[src/rtl/evlink_pkg.sv]
package evlink_pkg;

    localparam int NSRC = 5;

    typedef enum logic [2:0] {
        BK_INFO = 3'd0,
        BK_CLUS = 3'd1,
        BK_ADC  = 3'd2,
        BK_RAW  = 3'd3,
        BK_PED  = 3'd4
    } bank_e;

    localparam logic [3:0]      MARK_START = 4'b1111;
    localparam logic [3:0]      MARK_CONT  = 4'b0000;
    localparam logic [NSRC-1:0] FIXED_ON   = 5'b00111;

    // first enabled bank after cur; wraps to info when none remains
    function automatic bank_e next_bank(bank_e cur, logic [NSRC-1:0] en);
        bank_e r;
        r = BK_INFO;
        for (int k = NSRC - 1; k > 0; k--) begin
            if (k > int'(cur) && en[k]) r = bank_e'(k[2:0]);
        end
        return r;
    endfunction

endpackage

[src/rtl/evlink_seq.sv]
module evlink_seq
    import evlink_pkg::*;
(
    input  logic            clk,
    input  logic            rst_n,
    input  logic            raw_en,
    input  logic            ped_en,
    input  logic [NSRC-1:0] src_valid,
    input  logic [NSRC-1:0] src_last,
    input  logic            space,
    output logic [NSRC-1:0] src_ready,
    output logic            push,
    output logic [3:0]      push_mark,
    output bank_e           sel,
    output logic [NSRC-1:0] en_latched
);

    typedef struct packed {
        bank_e           cur;
        logic            first;
        logic [NSRC-1:0] en;
    } seq_t;

    seq_t            st_d, st_q;
    logic            idle;
    logic            fire;
    logic [NSRC-1:0] en_live;
    logic [NSRC-1:0] en_eff;

    always_comb begin
        en_live         = FIXED_ON;
        en_live[BK_RAW] = raw_en;
        en_live[BK_PED] = ped_en;

        idle   = (st_q.cur == BK_INFO) && st_q.first;
        en_eff = idle ? en_live : st_q.en;
        fire   = src_valid[st_q.cur] && space;

        st_d    = st_q;
        st_d.en = en_eff;
        if (fire) begin
            st_d.first = src_last[st_q.cur];
            if (src_last[st_q.cur]) st_d.cur = next_bank(st_q.cur, en_eff);
        end

        src_ready  = space ? (NSRC'(1) << st_q.cur) : '0;
        push       = fire;
        push_mark  = st_q.first ? MARK_START : MARK_CONT;
        sel        = st_q.cur;
        en_latched = st_q.en;
    end

    always_ff @(posedge clk) begin
        if (!rst_n) begin
            st_q.cur   <= BK_INFO;
            st_q.first <= 1'b1;
            st_q.en    <= FIXED_ON;
        end else begin
            st_q <= st_d;
        end
    end

endmodule

[src/rtl/evlink_fifo.sv]
module evlink_fifo #(
    parameter int WIDTH = 20,
    parameter int DEPTH = 4
) (
    input  logic                       clk,
    input  logic                       rst_n,
    input  logic                       wr_en,
    input  logic [WIDTH-1:0]           wr_data,
    output logic                       wr_space,
    input  logic                       rd_en,
    output logic                       rd_valid,
    output logic [WIDTH-1:0]           rd_data,
    output logic [$clog2(DEPTH+1)-1:0] level
);

    localparam int PW = $clog2(DEPTH);
    localparam int CW = $clog2(DEPTH + 1);

    typedef struct packed {
        logic [DEPTH-1:0][WIDTH-1:0] mem;
        logic [PW-1:0]               wp;
        logic [PW-1:0]               rp;
        logic [CW-1:0]               cnt;
    } fifo_t;

    fifo_t fs_d, fs_q;
    logic  full, empty, do_wr, do_rd;

    always_comb begin
        full  = (fs_q.cnt == CW'(DEPTH));
        empty = (fs_q.cnt == '0);
        do_wr = wr_en && !full;
        do_rd = rd_en && !empty;

        fs_d = fs_q;
        if (do_wr) begin
            fs_d.mem[fs_q.wp] = wr_data;
            fs_d.wp = (fs_q.wp == PW'(DEPTH - 1)) ? '0 : fs_q.wp + 1'b1;
        end
        if (do_rd) begin
            fs_d.rp = (fs_q.rp == PW'(DEPTH - 1)) ? '0 : fs_q.rp + 1'b1;
        end
        case ({do_wr, do_rd})
            2'b10:   fs_d.cnt = fs_q.cnt + 1'b1;
            2'b01:   fs_d.cnt = fs_q.cnt - 1'b1;
            default: fs_d.cnt = fs_q.cnt;
        endcase

        wr_space = !full;
        rd_valid = !empty;
        rd_data  = fs_q.mem[fs_q.rp];
        level    = fs_q.cnt;
    end

    always_ff @(posedge clk) begin
        if (!rst_n) begin
            fs_q <= '0;
        end else begin
            fs_q <= fs_d;
        end
    end

endmodule

[src/rtl/evlink_top.sv]
module evlink_top
    import evlink_pkg::*;
#(
    parameter int DATA_W     = 16,
    parameter int FIFO_DEPTH = 4
) (
    input  logic                   clk,
    input  logic                   rst_n,
    input  logic                   raw_en,
    input  logic                   ped_en,
    input  logic [NSRC-1:0]        src_valid,
    input  logic [NSRC-1:0]        src_last,
    input  logic [NSRC*DATA_W-1:0] src_data,
    output logic [NSRC-1:0]        src_ready,
    output logic                   out_valid,
    input  logic                   out_ready,
    output logic [3:0]             out_mark,
    output logic [DATA_W-1:0]      out_data
);

    localparam int WORD_W = 4 + DATA_W;
    localparam int CW     = $clog2(FIFO_DEPTH + 1);

    logic [DATA_W-1:0] src_word [NSRC];
    logic              space;
    logic              push;
    logic [3:0]        push_mark;
    bank_e             sel;
    logic [NSRC-1:0]   seq_en;
    logic [WORD_W-1:0] head;
    logic [CW-1:0]     fifo_level;

    for (genvar g = 0; g < NSRC; g++) begin : g_unpack
        assign src_word[g] = src_data[g*DATA_W +: DATA_W];
    end

    evlink_seq u_seq (
        .clk        (clk),
        .rst_n      (rst_n),
        .raw_en     (raw_en),
        .ped_en     (ped_en),
        .src_valid  (src_valid),
        .src_last   (src_last),
        .space      (space),
        .src_ready  (src_ready),
        .push       (push),
        .push_mark  (push_mark),
        .sel        (sel),
        .en_latched (seq_en)
    );

    evlink_fifo #(
        .WIDTH (WORD_W),
        .DEPTH (FIFO_DEPTH)
    ) u_fifo (
        .clk      (clk),
        .rst_n    (rst_n),
        .wr_en    (push),
        .wr_data  ({push_mark, src_word[sel]}),
        .wr_space (space),
        .rd_en    (out_ready),
        .rd_valid (out_valid),
        .rd_data  (head),
        .level    (fifo_level)
    );

    assign out_mark = head[WORD_W-1 -: 4];
    assign out_data = head[DATA_W-1:0];

endmodule

[config.mk]
export PLATFORM = sky130hd
export DESIGN_NAME = evlink_top
export DESIGN_NICKNAME = d
export VERILOG_FILES = /design/src/rtl/evlink_pkg.sv /design/src/rtl/evlink_seq.sv /design/src/rtl/evlink_fifo.sv /design/src/rtl/evlink_top.sv
export SDC_FILE = /design/constraint.sdc
export NUM_CORES = 1
export LEC_CHECK = 0
export ABC_AREA = 1
export BUFFER_PORTS_ARGS = -buffer_cell sky130_fd_sc_hd__buf_2
export CAP_MARGIN = 10
export CORE_ASPECT_RATIO = 0.75
export CORE_MARGIN = 5
export CORE_UTILIZATION = 41
export CTS_CLUSTER_DIAMETER = 150
export DETAILED_ROUTE_END_ITERATION = 10
export GPL_TIMING_DRIVEN = 0
export PLACE_DENSITY = 0.69
export SLEW_MARGIN = 40
export SYNTH_ARGS = -nofsm -noshare
export SYNTH_HDL_FRONTEND = slang
export SYNTH_SLANG_ARGS = --single-unit
[constraint.sdc]
create_clock -name clk -period 2.2 [get_ports clk]
set_input_delay 0.11 -clock clk [delete_from_list [all_inputs] [get_ports clk]]
set_output_delay 0.11 -clock clk [all_outputs]
set_load 0.02 [all_outputs]
# Yosys cells after proc, flatten, opt, wreduce, memory -nomap -nowiden
# Index checks and enable logic that the tools add are counted.
word_totals:
  reg_bits: 95
  inputBits: 95
  word_cells: 67
op_classes:
  n_addsub: 4
  n_lt_le_gt_ge: 9
  eq_ne: 5
  shift: 1
  n_mux: 22
  bitwise: 1
  n_reduce_logical: 15
ops:
  columns: ["cell", "n"]
  rows:
  - ["$bwmux 80", 1]
  - ["$bmux 16 s3", 1]
  - ["$bmux 20 s2", 1]
  - ["$demux 20 s2", 1]
  - ["$mux 20", 2]
  - ["$mux 16", 2]
  - ["$mux 3", 4]
  - ["$mux 5", 2]
  - ["$logic_and 1x1->1", 9]
  - ["$bmux 1 s3", 2]
  - ["$eq 2x2->1 const B", 3]
  - ["$gt 2x3->1 const A", 2]
  - ["$logic_not 3->1", 2]
  - ["$lt 2x3->1 const B", 2]
  - ["$pmux 3 s2", 1]
  - ["$shl 1x3->5 const A", 1]
  - ["$add 2x1->2 const B", 2]
  - ["$ge 4x4->1 const B", 1]
  - ["$lt 3x4->1 const B", 1]
  - ["$mux 2", 2]
  - ["$mux 4", 1]
  - ["$not 3->4", 1]
  - ["$add 3x1->3 const B", 1]
  - ["$eq 3x3->1 const B", 1]
  - ["other kinds (9)", 11]

# Logic depth before layout (Yosys ltp)
depth:
  ltp_word: 8
  ltp_mapped: 13

# Hierarchy
# From an unflattened synthesis, not the netlist that was laid out.
unflattened:
  cells_unflattened: 1060
  hier_area_um2: 6272.3
by_module_without_submodules:
  columns: ["mod", "n_inst", "cells_per_inst", "area_per_inst_um2", "seq_area_each_um2"]
  rows:
  - ["evlink_fifo", 1, 801, 4947.2, 1741.7]
  - ["evlink_top", 1, 165, 719.4, 0.0]
  - ["evlink_seq", 1, 94, 605.6, 160.2]

# Worst setup path after synthesis
# Ideal clock, no wire load.
synth_timing:
  path_kind: "register to register"
  from: "register u_fifo.fs_q, in the netlist u_fifo.level[1]"
  to: "register u_fifo.fs_q, in the netlist u_fifo.level[2]"
  setup_ns: 0.122
  t_arrival_ns: 2.160
  t_required_ns: 2.078
  setup_slack_ns: -0.082
  stages_incl_launch_ff: 11
  path_buffers: 1
  synth_period_minus_slack_ns: 2.282
  path_cell_list: "dfxtp_1 > inv_1 > nand3_1 > clkbuf_1 > nand2_1 > ha_1 > fa_1 > a21oi_1 > o21ai_0 > o21ai_0 > a21oi_1"
synth_between:
  elab_chain_len: 6
  word_cells_on_any_way: 13
  classes_between: "add/sub (2); eq/ne (3); mux (1); reduce/logical (7)"
synth_lines:
  columns: ["element", "line", "rtl"]
  rows:
  - ["from (decl)", "evlink_fifo.sv:26", "fifo_t fs_d, fs_q;"]
  - ["from (signal assigned)", "evlink_fifo.sv:59", "fs_q <= fs_d;"]
  - ["$eq 3x3->1", "evlink_fifo.sv:30", "full = (fs_q.cnt == CW'(DEPTH));"]
  - ["$logic_not 1->1", "evlink_fifo.sv:32, evlink_fifo.sv:49", null]
  - ["$logic_and 1x1->1", "evlink_seq.sv:37", "fire = src_valid[st_q.cur] && space;"]
  - ["$logic_and 1x1->1", "evlink_fifo.sv:32", "do_wr = wr_en && !full;"]
  - ["$eq 2x1->1 or $eq 2x2->1 (tied branches)", "evlink_fifo.sv:43", "case ({do_wr, do_rd})"]
  - ["$pmux 3 s2 or $reduce_bool 2->1 (tied branches)", null, null]
# Parallel ways exist; a longest one is shown, timed or not.
# A chain may end at the register's enable or synchronous reset.

# Final worst setup path
layout_timing:
  from: "register u_seq.st_q, in the netlist u_seq.sel[0]"
  to: "register u_fifo.fs_q, in the netlist u_fifo.level[2]"
layout_between:
  elab_chain_len: 6
  word_cells_on_any_way: 8
  classes_between: "eq/ne (2); mux (3); reduce/logical (3)"
layout_lines:
  columns: ["element", "line", "rtl"]
  rows:
  - ["from (decl)", "evlink_seq.sv:24", "seq_t st_d, st_q;"]
  - ["from (signal assigned)", "evlink_seq.sv:59", "st_q <= st_d;"]
  - ["$bmux 1 s3 (*)", "evlink_seq.sv:37", null]
  - ["$mux 1 (implied by the code) (*)", "evlink_seq.sv:37", null]
  - ["$logic_and 1x1->1 (*)", "evlink_seq.sv:37", null]
  - ["$logic_and 1x1->1 (*)", "evlink_fifo.sv:32", null]
  - ["$eq 2x1->1 or $eq 2x2->1 (tied branches)", "evlink_fifo.sv:43", null]
  - ["$pmux 3 s2 or $reduce_bool 2->1 (tied branches)", null, null]
# Every way passes the cells marked *; elsewhere a longest branch is shown, timed or not. The select of a mux whose other input is x is not followed.

==> impl_metrics.csv <==
group,metric,value,unit
yosys,synthTopCellsByCount,"205 x nand2_1, 172 x nor2_1, 95 x inv_1",
cells_and_area,num-fill-cells,1163,
floorplanning,boundaryPins,121,
sta,slew_viol_final,0,
floorplanning,design.die.area,0.0139,mm²
outcome,status,"finished, final reports clean",
global_route,grt_pass1_vias,4931,
detailed_routing,vias,5321,
critical_path,worstSetupPathType,"flop to flop",
yosys,synthAdderAreaFrac,2.00,%
floorplanning,die_y,103,µm
yosys,synth.top_cell.area_share,34.9,%
power,finalPower,8.15,mW
critical_path,max_stage_delay,340,ps
cells_and_area,diodes,0,
floorplanning,die_x,134,µm
yosys,synth_cells,787,
cts,path_clk_slew,70,ps
floorplanning,start_util,41.5,%
run,cap_violations,0,
power,power_density,1370,mW/mm²
yosys,synth_top_family_by_area,"simple AND/OR/NAND/NOR gates",
yosys,yosysSeqAreaShare,34.9,%
power,p_leak,3.08,nW
critical_path,worstReg2RegEnd,"u_fifo.level[2]$_SDFFE_PN0P_",
placement,place_hpwl,11700,µm
detailed_routing,final_antenna_net_count,0,
critical_path,start_kind,"flop",
floorplanning,core,0.0115,mm²
yosys,yosys.area.top_type,"dfxtp_1",
placement,globalplace.congestion,0.883,
sta,period_needed,2050,ps
cts,hold_buffers,0,
yosys,synthArstFlopShare,0,%
critical_path,cp_max_fo,8,
yosys,synth_flop_cell,"dfxtp_1",
critical_path,ff2ff_path_depth,12,
global_route,grt_pass1_wl,25000,µm
critical_path,r2r-start,"u_seq.sel[0]$_SDFFE_PN0P_",
critical_path,critPathArrivalTime,2280,ps
yosys,synth_most_common_cell,"nand2_1",
yosys,synth_warnings,0,
critical_path,critical_path_buf_inv_count,2,
yosys,synth-compound-area-share,11.2,%
cells_and_area,drive_gt1_share,19.7,%
global_route,gr-usage-all-layers,22.6,%
sta,grt_setup_unrepaired,"true",
critical_path,crit_start,"u_seq.sel[0]$_SDFFE_PN0P_",
detailed_routing,via_per_inst,4.98,
yosys,syn_avg_cell_area,6.05,µm²
hold_path,min_path_type,"input pin to flop",
global_route,antenna_found_initial,0,
sta,hold_viol_final,0,
sta,relSlewSlack,61.0,%
cells_and_area,final_nets,1023,
yosys,synth_nets,889,
hold_path,min-delay-start,"ped_en",
cts,cts_max_level,3,
critical_path,critical-path-top-delay-family,"adder cells",
critical_path,slowest_stage,"fa_2",
yosys,synth_xor_area_share,0,%
yosys,yosys.area_share.simple,38.7,%
yosys,synth_edf_count,0,
global_route,grt_max_degree,14,
detailed_routing,drt-total-wl,15600,µm
cts,cts_buffers,9,
sta,tns,0,ps
cells_and_area,area_growth,24.7,%
yosys,ys_ff_latch,83,
hold_path,hold-path-endpoint,"u_seq.en_latched[4]$_SDFF_PN0_",
yosys,netlist_area,0.00476,mm²
critical_path,r2r_slack,150,ps
detailed_routing,wl_per_cell,14.6,µm
yosys,yosysUniqueCellTypes,24,
sta,fin_skew,11.9,ps
critical_path,critPathRequiredTime,2430,ps
cts,cts_sinks,83,
critical_path,cp_cell_sequence,"buf_4, nor2_2, nand3_1, nand3_2, buf_8, nand2_2, ha_4, fa_2, a21oi_2, o21ai_0, o21ai_1, a21oi_1",
sta,setup_viol,0,
cts,clockBufferDepth,2,
critical_path,critPathCaptureType,"flop",
cts,cts_tree,"yes",
sta,worst_slew_pin_slew,585,ps
detailed_routing,drcViolationCount,0,
placement,io_buffers,119,
power,peakVddDrop,0.483,mV
floorplanning,rows,34,
cts,insertion_delay,340,ps
yosys,muxShareOfSynthArea,0,%
sta,fin_crit_sh,93.3,%
detailed_routing,first_iter_violations,450,
yosys,ys_top_cells_by_area,"dfxtp_1 35%, nand2_1 16%, nor2_1 14%",
global_route,overflow,0,
cts,cts-root-buf,"clkbuf_16",
detailed_routing,dr.pass1.iters,6,
sta,fmax,0.487,GHz
hold_path,hold_depth,5,
## registers in the layout, summed over array words and instances (netlist names)
name and count:
u_fifo.fs_q 72, u_fifo.level 3, u_seq.en_latched 4, u_seq.sel 3, u_seq.st_q 1
## power by group
group	switching (mW)	internal (mW)	leakage (nW)
combinational	2.91	1.46	2.24
clock	0.612	1.02	0.156
sequential	0.198	1.95	0.680
## cells in the final DEF, fill, tap and decap left out, types with 7 or more instances in the layout
cell type  synthesis  layout
inv_1             95      95
a21oi_1           61      60
buf_2             14     134
buf_4              3       8
nor2_1           172     171
o21ai_0           44      43
clkbuf_1          21      19
dfxtp_1           83      82
nand4_1           22      22
nand3_1           36      35
buf_6              8       7
nand2_1          205     204
clkbuf_16          0       9
## worst min-delay path, delay by kind of cell
family | cells | cell delay, ps
buffers and inverters | 3 | 160
and+or+nand+nor | 2 | 170
## how the worst max path moves through the flow
stage,endpoint,slack [ps],cells after the start
after global placement,u_fifo.level[2]$_SDFFE_PN0P_,-220,12
after global routing,u_fifo.level[2]$_SDFFE_PN0P_,-30,13
after CTS,out_mark[1],30,6
final,u_fifo.level[2]$_SDFFE_PN0P_,150,12
after floorplan,u_fifo.level[2]$_SDFFE_PN0P_,40,12
after detailed placement,u_fifo.level[2]$_SDFFE_PN0P_,-260,12
## area by class of cell
cell class	count	area (µm²)	area share, %
Multi-Input combinational cell	559	2500	42.2
Sequential cell	83	1670	28.0
Timing Repair Buffer	123	626	10.5
Inverter	96	360	6.07
Buffer	49	288	4.85
Clock buffer	11	243	4.09
Tap cell	144	180	3.03
Clock inverter	4	73.8	1.24
## metrics by stage
| step | instances | instance area (µm²) | setup slack, ps | hold WS, ps | util [%] |
|---|---|---|---|---|---|
| global route | 1069 | 5940 | -29.4 | 177 | 51.7 |
| CTS | 1068 | 5910 | 28.6 | 149 | 51.5 |
| detailed placement | 1050 | 5550 | -262 | 428 | 48.3 |
| finish | 1069 | 5940 | 148 | 146 | 51.7 |
| global placement | 1050 | 5550 | -224 | 428 | 48.3 |
| floorplan | 787 | 4770 | 38.1 | 331 | - |
## kinds of logic after synthesis
logic type / after synthesis
and+or+nand+nor: 446
AOI/OAI and AO/OA: 106
adders and majority gates: 7
buffers and inverters: 145
DFF: 83
## metal layers
layer	part of all wire [%]	track usage (%)	vias up
met4	2.0	6.65	0
met1	46	31.3	2362
met2	42	36.1	233
li1	-	-	2702
met5	0	0	-
met3	9.6	4.69	24
## repair_timing
action | 4_1_cts | 5_1_grt
setup endpoints to repair | 8 | 4
setup buffers | 3 | 1
pin swaps | 2 | 0
resized for setup | 9 | 9
Note: power is estimated with default switching activity, not from simulation.
